--- src/rtl/dwa_pkg.sv ---
package dwa_pkg;
  localparam int unsigned DWA_ELEMS = 16;

  // Width needed to hold the values 0..n
  function automatic int unsigned cnt_width(input int unsigned n);
    return $clog2(n + 1);
  endfunction
endpackage

--- src/rtl/dwa_popcount.sv ---
module dwa_popcount #(
  parameter int unsigned N     = 16,
  parameter int unsigned CNT_W = $clog2(N + 1)
) (
  input  logic [N-1:0]     bits_i,
  output logic [CNT_W-1:0] count_o
);
  // Pairwise adder tree built level by level
  localparam int unsigned LEVELS = $clog2(N);
  localparam int unsigned PAD    = 1 << LEVELS;

  logic [CNT_W-1:0] node [0:LEVELS][0:PAD-1];

  genvar l, k;
  generate
    for (k = 0; k < PAD; k++) begin : g_leaf
      if (k < N) begin : g_real
        assign node[0][k] = CNT_W'(bits_i[k]);
      end else begin : g_pad
        assign node[0][k] = '0;
      end
    end
    for (l = 0; l < LEVELS; l++) begin : g_lvl
      for (k = 0; k < (PAD >> (l + 1)); k++) begin : g_add
        assign node[l+1][k] = node[l][2*k] + node[l][2*k+1];
      end
      for (k = (PAD >> (l + 1)); k < PAD; k++) begin : g_fill
        assign node[l+1][k] = '0;
      end
    end
  endgenerate

  assign count_o = node[LEVELS][0];
endmodule

--- src/rtl/dwa_lowmask.sv ---
module dwa_lowmask #(
  parameter int unsigned N          = 16,
  parameter int unsigned CNT_W      = $clog2(N + 1),
  parameter bit          SORT_BUBBLES = 1'b1
) (
  input  logic [N-1:0]     therm_i,
  input  logic [CNT_W-1:0] count_i,
  output logic [N-1:0]     mask_o
);
  genvar i;
  generate
    if (SORT_BUBBLES) begin : g_sorted
      // Regenerate a clean low-justified mask from the count
      for (i = 0; i < N; i++) begin : g_bit
        assign mask_o[i] = (count_i > CNT_W'(i));
      end
    end else begin : g_raw
      // Trust the quantizer: its word is already a low mask
      assign mask_o = therm_i;
    end
  endgenerate
endmodule

--- src/rtl/dwa_rotator.sv ---
module dwa_rotator #(
  parameter int unsigned N     = 16,
  parameter int unsigned PTR_W = $clog2(N)
) (
  input  logic [N-1:0]     data_i,
  input  logic [PTR_W-1:0] amount_i,
  output logic [N-1:0]     data_o
);
  // Log-depth rotate-left: bit i moves to (i + amount) mod N
  logic [N-1:0] stage [0:PTR_W];
  assign stage[0] = data_i;

  genvar s;
  generate
    for (s = 0; s < PTR_W; s++) begin : g_stage
      localparam int unsigned SH = 1 << s;
      logic [N-1:0] rotated;
      assign rotated = {stage[s][N-1-SH:0], stage[s][N-1:N-SH]};
      assign stage[s+1] = amount_i[s] ? rotated : stage[s];
    end
  endgenerate

  assign data_o = stage[PTR_W];
endmodule

--- src/rtl/dwa_selector.sv ---
module dwa_selector #(
  parameter int unsigned N_ELEM       = dwa_pkg::DWA_ELEMS,
  parameter bit          SORT_BUBBLES = 1'b1,
  parameter int unsigned PTR_W        = $clog2(N_ELEM)
) (
  input  logic              clk_i,
  input  logic              rst_i,
  input  logic [N_ELEM-1:0] therm_i,
  output logic [N_ELEM-1:0] elem_en_o,
  output logic [PTR_W-1:0]  ptr_o
);
  localparam int unsigned CNT_W = dwa_pkg::cnt_width(N_ELEM);

  logic [CNT_W-1:0]  level;
  logic [N_ELEM-1:0] low_mask;
  logic [N_ELEM-1:0] sel_next;
  logic [PTR_W-1:0]  ptr_q;
  logic [N_ELEM-1:0] en_q;

  dwa_popcount #(.N(N_ELEM), .CNT_W(CNT_W)) u_count (
    .bits_i  (therm_i),
    .count_o (level)
  );

  dwa_lowmask #(.N(N_ELEM), .CNT_W(CNT_W), .SORT_BUBBLES(SORT_BUBBLES)) u_mask (
    .therm_i (therm_i),
    .count_i (level),
    .mask_o  (low_mask)
  );

  dwa_rotator #(.N(N_ELEM), .PTR_W(PTR_W)) u_rot (
    .data_i   (low_mask),
    .amount_i (ptr_q),
    .data_o   (sel_next)
  );

  // Pointer wraps naturally: the count is truncated to the pointer width
  always_ff @(posedge clk_i) begin
    if (rst_i) begin
      ptr_q <= '0;
      en_q  <= '0;
    end else begin
      ptr_q <= ptr_q + level[PTR_W-1:0];
      en_q  <= sel_next;
    end
  end

  assign elem_en_o = en_q;
  assign ptr_o     = ptr_q;

  AST_RESET_STATE: assert property (@(posedge clk_i)
    rst_i |=> (ptr_q == '0 && en_q == '0));

  AST_EN_COUNT: assert property (@(posedge clk_i) disable iff (rst_i)
    1'b1 |=> ($countones(en_q) == int'($past(level))));

  AST_RUN_START: assert property (@(posedge clk_i) disable iff (rst_i)
    (level != '0) |=> en_q[$past(ptr_q)]);

  AST_PTR_ADVANCE: assert property (@(posedge clk_i) disable iff (rst_i)
    1'b1 |=> (ptr_q == PTR_W'($past(ptr_q) + $past(level[PTR_W-1:0]))));

  AST_ZERO_LEVEL: assert property (@(posedge clk_i) disable iff (rst_i)
    (level == '0) |=> (en_q == '0 && $stable(ptr_q)));

  AST_FULL_LEVEL: assert property (@(posedge clk_i) disable iff (rst_i)
    (level == CNT_W'(N_ELEM)) |=> ((&en_q) && $stable(ptr_q)));
endmodule

--- config.mk ---
export PLATFORM = sky130hd
export DESIGN_NAME = dwa_selector
export DESIGN_NICKNAME = d
export VERILOG_FILES = /design/src/rtl/dwa_pkg.sv /design/src/rtl/dwa_popcount.sv /design/src/rtl/dwa_lowmask.sv /design/src/rtl/dwa_rotator.sv /design/src/rtl/dwa_selector.sv
export SDC_FILE = /design/constraint.sdc
export NUM_CORES = 1
export LEC_CHECK = 0
export CORE_MARGIN = 1
export CORE_UTILIZATION = 44
export DETAILED_ROUTE_END_ITERATION = 8
export MAX_ROUTING_LAYER = met4
export PLACE_DENSITY = 0.74
export SETUP_SLACK_MARGIN = 0.1
export SLEW_MARGIN = 10
export SYNTH_ARGS = -nofsm -noshare
export SYNTH_HDL_FRONTEND = slang
export SYNTH_SLANG_ARGS = --single-unit
--- constraint.sdc ---
create_clock -name clk_i -period 6.2 [get_ports clk_i]
set_input_delay 0.62 -clock clk_i [delete_from_list [all_inputs] [get_ports clk_i]]
set_output_delay 0.62 -clock clk_i [all_outputs]
set_load 0.03 [all_outputs]
==> results.json, run 1 <==
{
  "antenna_found_initial": 0,
  "ys.flop_type": "dfxtp_1",
  "arrival_ps": 5720,
  "holdPathEnd": "elem_en_o[7]",
  "critical_path_class": "input pin to flop",
  "die_height_um": 69.5,
  "hp-start": "ptr_o[3]",
  "htreeDepth": 1,
  "wl_um": 4720,
  "synth_nets": 289,
  "antennaDiodeCount": 0,
  "syn_to_final_growth_pct": 21.9,
  "setup_tns_ps": 0,
  "crit_top_cell": "inv_1",
  "clock_latency_ps": 260,
  "crit_path_end_kind": "flop",
  "die-area_mm2": 0.00483,
  "synth_xor_area_share_pct": 2.19,
  "cts_buffers": 3,
  "synthMuxAreaShare_pct": 1.06,
  "status": "finished, final reports clean",
  "min_path_type": "flop to flop",
  "seq_area_frac_synth_pct": 20.0,
  "clock-skew-final_ps": 1.84,
  "synth_simple_gate_area_share_pct": 13.6,
  "rrSetupSlack_ps": 3580,
  "yosys_register_bits": 20,
  "grt_pass1_wl_um": 8150,
  "r2r_end": "elem_en_o[6]",
  "ioPinCount": 38,
  "synth_top_family_by_area": "compound AO/OA/AOI/OAI gates",
  "final_hold_viol_count": 0,
  "drc_errors": 0,
  "drt_iter0_drc": 144,
  "cts_hold_buffers": 0,
  "grtUsageTotal_pct": 21.4,
  "fp.coreArea_mm2": 0.00435,
  "die_width_um": 69.5,
  "critPathMaxFanout": 10,
  "worstPathRequired_ps": 6360,
  "drive_gt1_share_pct": 4.85,
  "cp_cell_sequence": "clkdlybuf4s50_1 -> ha_1 -> inv_1 -> fa_1 -> inv_1 -> fa_1 -> fa_1 -> inv_1 -> fa_1 -> inv_1 -> ha_1 -> inv_1 -> fa_1 -> inv_1 -> a211oi_1 -> a22oi_1 -> a221o_1 -> a22o_1",
  "setup_viol": 0,
  "yosysWarnings": 0,
  "overflow": 0,
  "clkTransAtPathRegs_ps": 70,
  "max_stage_delay_ps": 740,
  "synth_compound_area_share_pct": 29.7,
  "max_cap_viol_count": 0,
  "crit_family": "adder cells",
  "synthAdderAreaFrac_pct": 23.5,
  "period_needed_ps": 5560,
  "grt_pass1_vias": 1731,
  "grt_max_degree": 26,
  "synth_edf_count": 0,
  "r2r_start": "ptr_o[2]",
  "async_flop_share_pct": 0,
  "root_buffer": "clkbuf_8",
  "port_buffers": 37,
  "max_freq_ghz": 0.180,
  "crit_path_start_kind": "input pin",
  "wl_per_cell_um": 14.8,
  "cts_tree": "built",
  "path_buf_inv": 7,
  "vias": 1941,
  "synth_area_per_cell_um2": 8.24,
  "place_congestion": 0.900,
  "clk_path_buf_depth": 2,
  "max_slew_margin_pct": 38.9,
  "post_cts_buffers": 0,
  "startpoint": "therm_i[14]",
  "drt_first_pass_iters": 4,
  "slowest_stage": "fa_1",
  "via_per_inst": 6.07,
  "netlist_instances": 243,
  "initial_core_util_pct": 46.0,
  "postRouteAntennaNets": 0,
  "cts_resized": 0,
  "synthesis.area_mm2": 0.00200,
  "reg2reg_depth": 5,
  "cts.sinks": 20,
  "rsz0062_at_grt": "no",
  "final_nets": 315,
  "tightest_slew_ps": 916,
  "hold_depth": 1,
  "ys_types": 53,
  "post-dp-hpwl_um": 3510,
  "drv_slew": 0,
  "post-route-period-util_pct": 89.6,
  "num_rows": 24
}
[synth_stat cells, drive strengths merged (3+ instances only)]
cell type	instances	share of area, %
a21oi	23	5.9
fa	12	12
nand3	8	2.0
o21ai	10	2.5
dfxtp	20	20
inv	28	5.2
a22oi	3	1.1
a21o	6	2.2
a211oi	10	3.7
o22ai	5	1.6
ha	16	10
nand2	9	1.7
buf	9	2.7
nor3	5	1.2
a31oi	3	0.94
o32ai	3	1.3
o31ai	3	1.1
a221o	3	1.5
xnor2	4	1.7
clkbuf	10	1.9
nor2	12	2.2
nor4	4	1.2
maj3	3	1.5
[how the worst max path moves through the flow]
stage | end | slack, ps | cells past startpoint
CTS | elem_en_o[4] | 680 | 18
global route | elem_en_o[11] | 300 | 17
finish | elem_en_o[4] | 640 | 18
global placement | elem_en_o[4] | 460 | 18
detailed placement | elem_en_o[4] | 400 | 18
floorplan | elem_en_o[4] | 1200 | 18
[placed cells by master (no fill, tap or decap), types with 5 or more instances in the layout]
master,instances
a211oi_1,10
a21o_1,6
a21oi_1,22
clkdlybuf4s50_1,37
dfxtp_1,20
fa_1,12
ha_1,16
inv_1,28
nand2_1,9
nand3_1,8
nor2_1,12
nor3_1,5
o21ai_0,9
o22ai_1,5
[cell type report]
class | instances | area (um^2)
multi-input combinational | 175 | 1400
tap | 52 | 65.1
sequential | 20 | 400
timing repair buffer | 40 | 393
inverter | 29 | 109
clock inverter | 1 | 30.0
fill | 412 | 1910
clock buffer | 3 | 41.3
[state kept, by name, summed over array words and instances, names as in the netlist]
| name | flops |
|---|---|
| elem_en_o | 16 |
| ptr_o | 4 |
[metrics by stage]
stage	hold slack (ps)	instance area, um^2	cells	util (%)	setup slack [ps]
floorplan	798	2000	243	-	1200
global placement	779	2370	316	54.4	457
detailed placement	778	2370	316	54.4	397
CTS	797	2440	320	56.1	682
global route	842	2440	320	56.1	295
finish	815	2440	320	56.1	643
[cell families (layout without fill, tap and decap cells)]
family,count (synthesis),in the layout
adder cells (fa/ha/maj),31,31
flip-flops,20,20
AO/OA/AOI/OAI,85,85
buffers and inverters,48,73
AND/OR/NAND/NOR,52,52
multiplexers,2,2
XOR/XNOR,5,5
[worst register-to-register path, delay by kind of cell (launching register included)]
family	cells	cell delay [ps]
DFF	1	870
AOI/OAI and AO/OA	3	630
adders and majority gates	1	530
buffers and inverters	1	500
[per-layer routing]
layer	GRT usage [%]	share of wire [%]	vias to the layer above
met1	28.2	45	912
met2	33.8	48	76
met3	2.76	5.2	8
li1	-	-	945
met5	-	0	-
met4	7.26	1.9	0
Power of run 1 is left out: the tool's default activity adds up to more than one toggle a clock period on the data nets, which glitch-free logic cannot reach.
==> run 2, diff against run 1 <==
RECOVER_POWER = 50   (was unset)
==> run 2 against run 1 <==
  * Maximum frequency up 0.30%
  * Critical path depth did not move
  * Global-route usage is the same
  * Largest cell class unchanged
==> results.json, run 2 (synthesis results as in run 1) <==
{
  "grtUsageTotal_pct": 21.4,
  "die-area_mm2": 0.00483,
  "worstPathRequired_ps": 6360,
  "arrival_ps": 5700,
  "rsz0062_at_grt": "no",
  "most-common-layout-cells": "28 x inv_1, 22 x a21oi_1, 20 x dfxtp_1, 20 x dlygate4sd3_1, 17 x clkdlybuf4s50_1",
  "overflow": 0,
  "post-route-period-util_pct": 89.4,
  "antenna_found_initial": 0,
  "drt_first_pass_iters": 4,
  "post-dp-hpwl_um": 3510,
  "startpoint": "therm_i[14]",
  "num_rows": 24,
  "r2r_start": "ptr_o[2]",
  "port_buffers": 37,
  "fp.coreArea_mm2": 0.00435,
  "largest_register_ffs": 16,
  "die_width_um": 69.5,
  "grt_pass1_vias": 1731,
  "final_hold_viol_count": 0,
  "root_buffer": "clkbuf_8",
  "crit_path_start_kind": "input pin",
  "drv_slew": 0,
  "initial_core_util_pct": 46.0,
  "clock-skew-final_ps": 3.03,
  "post_cts_buffers": 0,
  "clk_path_buf_depth": 2,
  "final_common_cell": "inv_1",
  "drt_iter0_drc": 138,
  "htreeDepth": 1,
  "setup_tns_ps": 0,
  "crit_path_end_kind": "flop",
  "max_cap_viol_count": 0,
  "setup_ws_ps": 660,
  "fillers": 412,
  "setup_viol": 0,
  "antennaDiodeCount": 0,
  "drive_gt1_share_pct": 4.85,
  "cts_hold_buffers": 0,
  "place_congestion": 0.900,
  "critical_path_class": "input pin to flop",
  "die_height_um": 69.5,
  "via_per_inst": 6.03,
  "period_needed_ps": 5540,
  "max_freq_ghz": 0.180,
  "wl_um": 4700,
  "cts_buffers": 3,
  "dp_slack_ps": 397,
  "grt_max_degree": 26,
  "grt_pass1_wl_um": 8150,
  "hp-start": "ptr_o[3]",
  "drc_errors": 0,
  "vias": 1931,
  "critPathMaxFanout": 10,
  "clock_latency_ps": 260,
  "clkTransAtPathRegs_ps": 80,
  "cts_tree": "built",
  "status": "finished, final reports clean",
  "postRouteAntennaNets": 0,
  "ioPinCount": 38,
  "min_path_type": "flop to flop",
  "max_slew_margin_pct": 39.5,
  "placed_cell_area_mm2": 0.00237,
  "cts_resized": 0,
  "tightest_slew_ps": 907,
  "wl_per_cell_um": 14.7,
  "syn_to_final_growth_pct": 21.9,
  "cts.sinks": 20,
  "final_nets": 315,
  "fin_area_mm2": 0.00244
}
-- run 2: changes by cell type in the layout (fill, tap and decap cells not counted), sizes merged --
cell           change
clkdlybuf4s50     -20
dlygate4sd3       +20
-- run 2: routing by layer --
metal / vias to the layer above / GRT usage, % / wire (um)
li1: 945 / - / -
met1: 904 / 28.2 / 2110
met2: 76 / 33.8 / 2300
met3: 6 / 2.76 / 225
met4: 0 / 7.26 / 68
met5: - / - / 0
-- run 2: path summary, 6_finish.rpt --
path	to	slack (ps)	depth (start not counted)
hold reg to reg	elem_en_o[7]	810	1
setup / recovery	elem_en_o[4]	660	18
setup reg to reg	elem_en_o[6]	3570	5
hold / removal	elem_en_o[7]	810	1
-- run 2: cell type report --
class	instances	area [um^2]	share of cell area, %
Multi-Input combinational cell	175	1400	57.5
Sequential cell	20	400	16.4
Timing Repair Buffer	40	393	16.1
Inverter	29	109	4.46
Tap cell	52	65.1	2.67
Clock buffer	3	41.3	1.69
Clock inverter	1	30.0	1.23
-- run 2: worst max-delay path, stage by stage --
cell             delay, ps
clkdlybuf4s50_1        400
ha_1                   280
inv_1                   60
fa_1                   530
inv_1                   60
fa_1                   450
fa_1                   510
inv_1                   50
fa_1                   470
inv_1                   70
ha_1                   180
inv_1                   60
fa_1                   730
inv_1                  240
a211oi_1               260
a22oi_1                140
a221o_1                390
a22o_1                 210
-- run 2: per-stage QoR --
step           utilization [%]  instances  hold WS, ps
4_1_cts                   56.1        320          797
5_1_grt                   56.1        320          839
3_3_place_gp              54.4        316          779
6_report                  56.1        320          811
3_5_place_dp              54.4        316          778
2_1_floorplan                -        243          798
Power of run 2 is left out for the same reason.
==> run 3, diff against run 2 <==
==> constraint.sdc (replaced) <==
create_clock -name clk_i -period 6.2 [get_ports clk_i]
set_input_delay 1.24 -clock clk_i [delete_from_list [all_inputs] [get_ports clk_i]]
set_output_delay 1.24 -clock clk_i [all_outputs]
set_load 0.03 [all_outputs]
==> run 3 against run 2 <==
  * Utilization increased by 2.5 points
  * Register-to-register slack about the same
  * Sequential cell count unchanged
  * Maximum frequency decreased by 5.8%
  * Sequential share of layout area decreased by 0.69 points
  * Non-clock buffer count increased by 10
  * Largest cell class unchanged
  * Die area unchanged
  * Critical path depth unchanged
  * Via count increased by 1.9%
  * Setup slack got worse by 340 ps
==> results.json, run 3 (synthesis results as in run 1) <==
{
  "status": "finished, final reports clean",
  "crit_path_start_kind": "input pin",
  "max_cap_viol_count": 0,
  "ioPinCount": 38,
  "max_slew_margin_pct": 42.7,
  "cts_tree": "built",
  "syn_to_final_growth_pct": 27.2,
  "clock-skew-final_ps": 1.05,
  "htreeDepth": 1,
  "die_width_um": 69.5,
  "place_congestion": 0.894,
  "arrival_ps": 6060,
  "critPathMaxFanout": 6,
  "setup_tns_ps": 0,
  "worstPathRequired_ps": 6380,
  "largest_register_ffs": 16,
  "critical_path_class": "input pin to flop",
  "root_buffer": "clkbuf_8",
  "grt_pass1_wl_um": 8460,
  "clock_latency_ps": 260,
  "via_per_inst": 5.96,
  "port_buffers": 37,
  "vias": 1968,
  "wl_um": 4690,
  "drc_errors": 0,
  "final_core_util_pct": 58.5,
  "cts.sinks": 20,
  "post-route-period-util_pct": 94.8,
  "overflow": 0,
  "min_path_type": "flop to flop",
  "antenna_found_initial": 0,
  "num_rows": 24,
  "clkTransAtPathRegs_ps": 70,
  "die_height_um": 69.5,
  "most-common-layout-cells": "27 x inv_1, 22 x a21oi_1, 20 x dfxtp_1, 20 x dlygate4sd3_1, 17 x clkdlybuf4s50_1",
  "placed_cells": 324,
  "clk_path_buf_depth": 2,
  "die-area_mm2": 0.00483,
  "antennaDiodeCount": 0,
  "fillers": 400,
  "postRouteAntennaNets": 0,
  "setup_viol": 0,
  "max_freq_ghz": 0.170,
  "rsz0062_at_grt": "yes",
  "wl_per_cell_um": 14.2,
  "initial_core_util_pct": 46.0,
  "period_needed_ps": 5880,
  "drv_slew": 0,
  "grtUsageTotal_pct": 21.9,
  "fp.coreArea_mm2": 0.00435,
  "cts_buffers": 3,
  "tightest_slew_ps": 858,
  "drt_iter0_drc": 191,
  "final_common_cell": "inv_1",
  "multi_input_area_mm2": 0.00142,
  "grt_max_degree": 26,
  "post-dp-hpwl_um": 3510,
  "cts_hold_buffers": 0,
  "register_area_um2": 400,
  "drive_gt1_share_pct": 10.1,
  "drt_first_pass_iters": 5,
  "grt_pass1_vias": 1903,
  "final_nets": 325,
  "crit_path_end_kind": "flop",
  "final-instance-count-excl-fill": 330,
  "final_hold_viol_count": 0
}
==> run 3: path summary, 6_finish.rpt <==
kind	start	endpoint	slack [ps]	depth (start not counted)
setup / recovery	therm_i[14]	elem_en_o[13]	320	18
hold / removal	ptr_o[3]	elem_en_o[7]	780	1
setup reg to reg	ptr_o[2]	elem_en_o[6]	3560	5
hold reg to reg	ptr_o[3]	elem_en_o[7]	780	1
==> run 3: final cells by class <==
type                    count  area share, %
multi-input cells         175           55.8
repair buffers             50           18.9
flip-flops and latches     20           15.7
inverters                  29           4.27
well taps                  52           2.55
clock buffers               3           1.62
clock inverters             1           1.18
==> run 3: per-layer routing <==
layer	wire, um	up-vias	track usage, %	part of all wire [%]
met5	0	-	-	0
met4	70	0	7.03	1.5
met3	361	13	3.63	7.7
met2	2320	96	35.7	50
met1	1940	900	27.6	41
li1	-	959	-	-
==> run 3: metrics by stage <==
| stage | hold WS, ps | area (um^2) | setup slack, ps |
|---|---|---|---|
| finish | 781 | 2550 | 320 |
| CTS | 778 | 2510 | 222 |
| detailed placement | 760 | 2440 | -74.4 |
| floorplan | 798 | 2000 | 582 |
| global placement | 758 | 2440 | 43.9 |
| global route | 853 | 2550 | 78.3 |
==> run 3: worst max-delay path, stage by stage <==
cell and delay [ps]:
clkdlybuf4s50_1 400, ha_1 270, inv_1 50, fa_1 540, inv_1 60, fa_1 450
fa_1 510, inv_1 50, fa_1 460, inv_1 70, ha_1 180, inv_1 60
fa_2 390, nor3b_1 180, a21o_1 240, o21a_1 230, or4_4 480, a41oi_2 200
==> run 3: repair_timing <==
action | 4_1_cts | 5_1_grt
resized for setup | 0 | 5
buffers inserted | 0 | 2
endpoints found under the setup margin | 0 | 15
Power of run 3 is left out for the same reason.
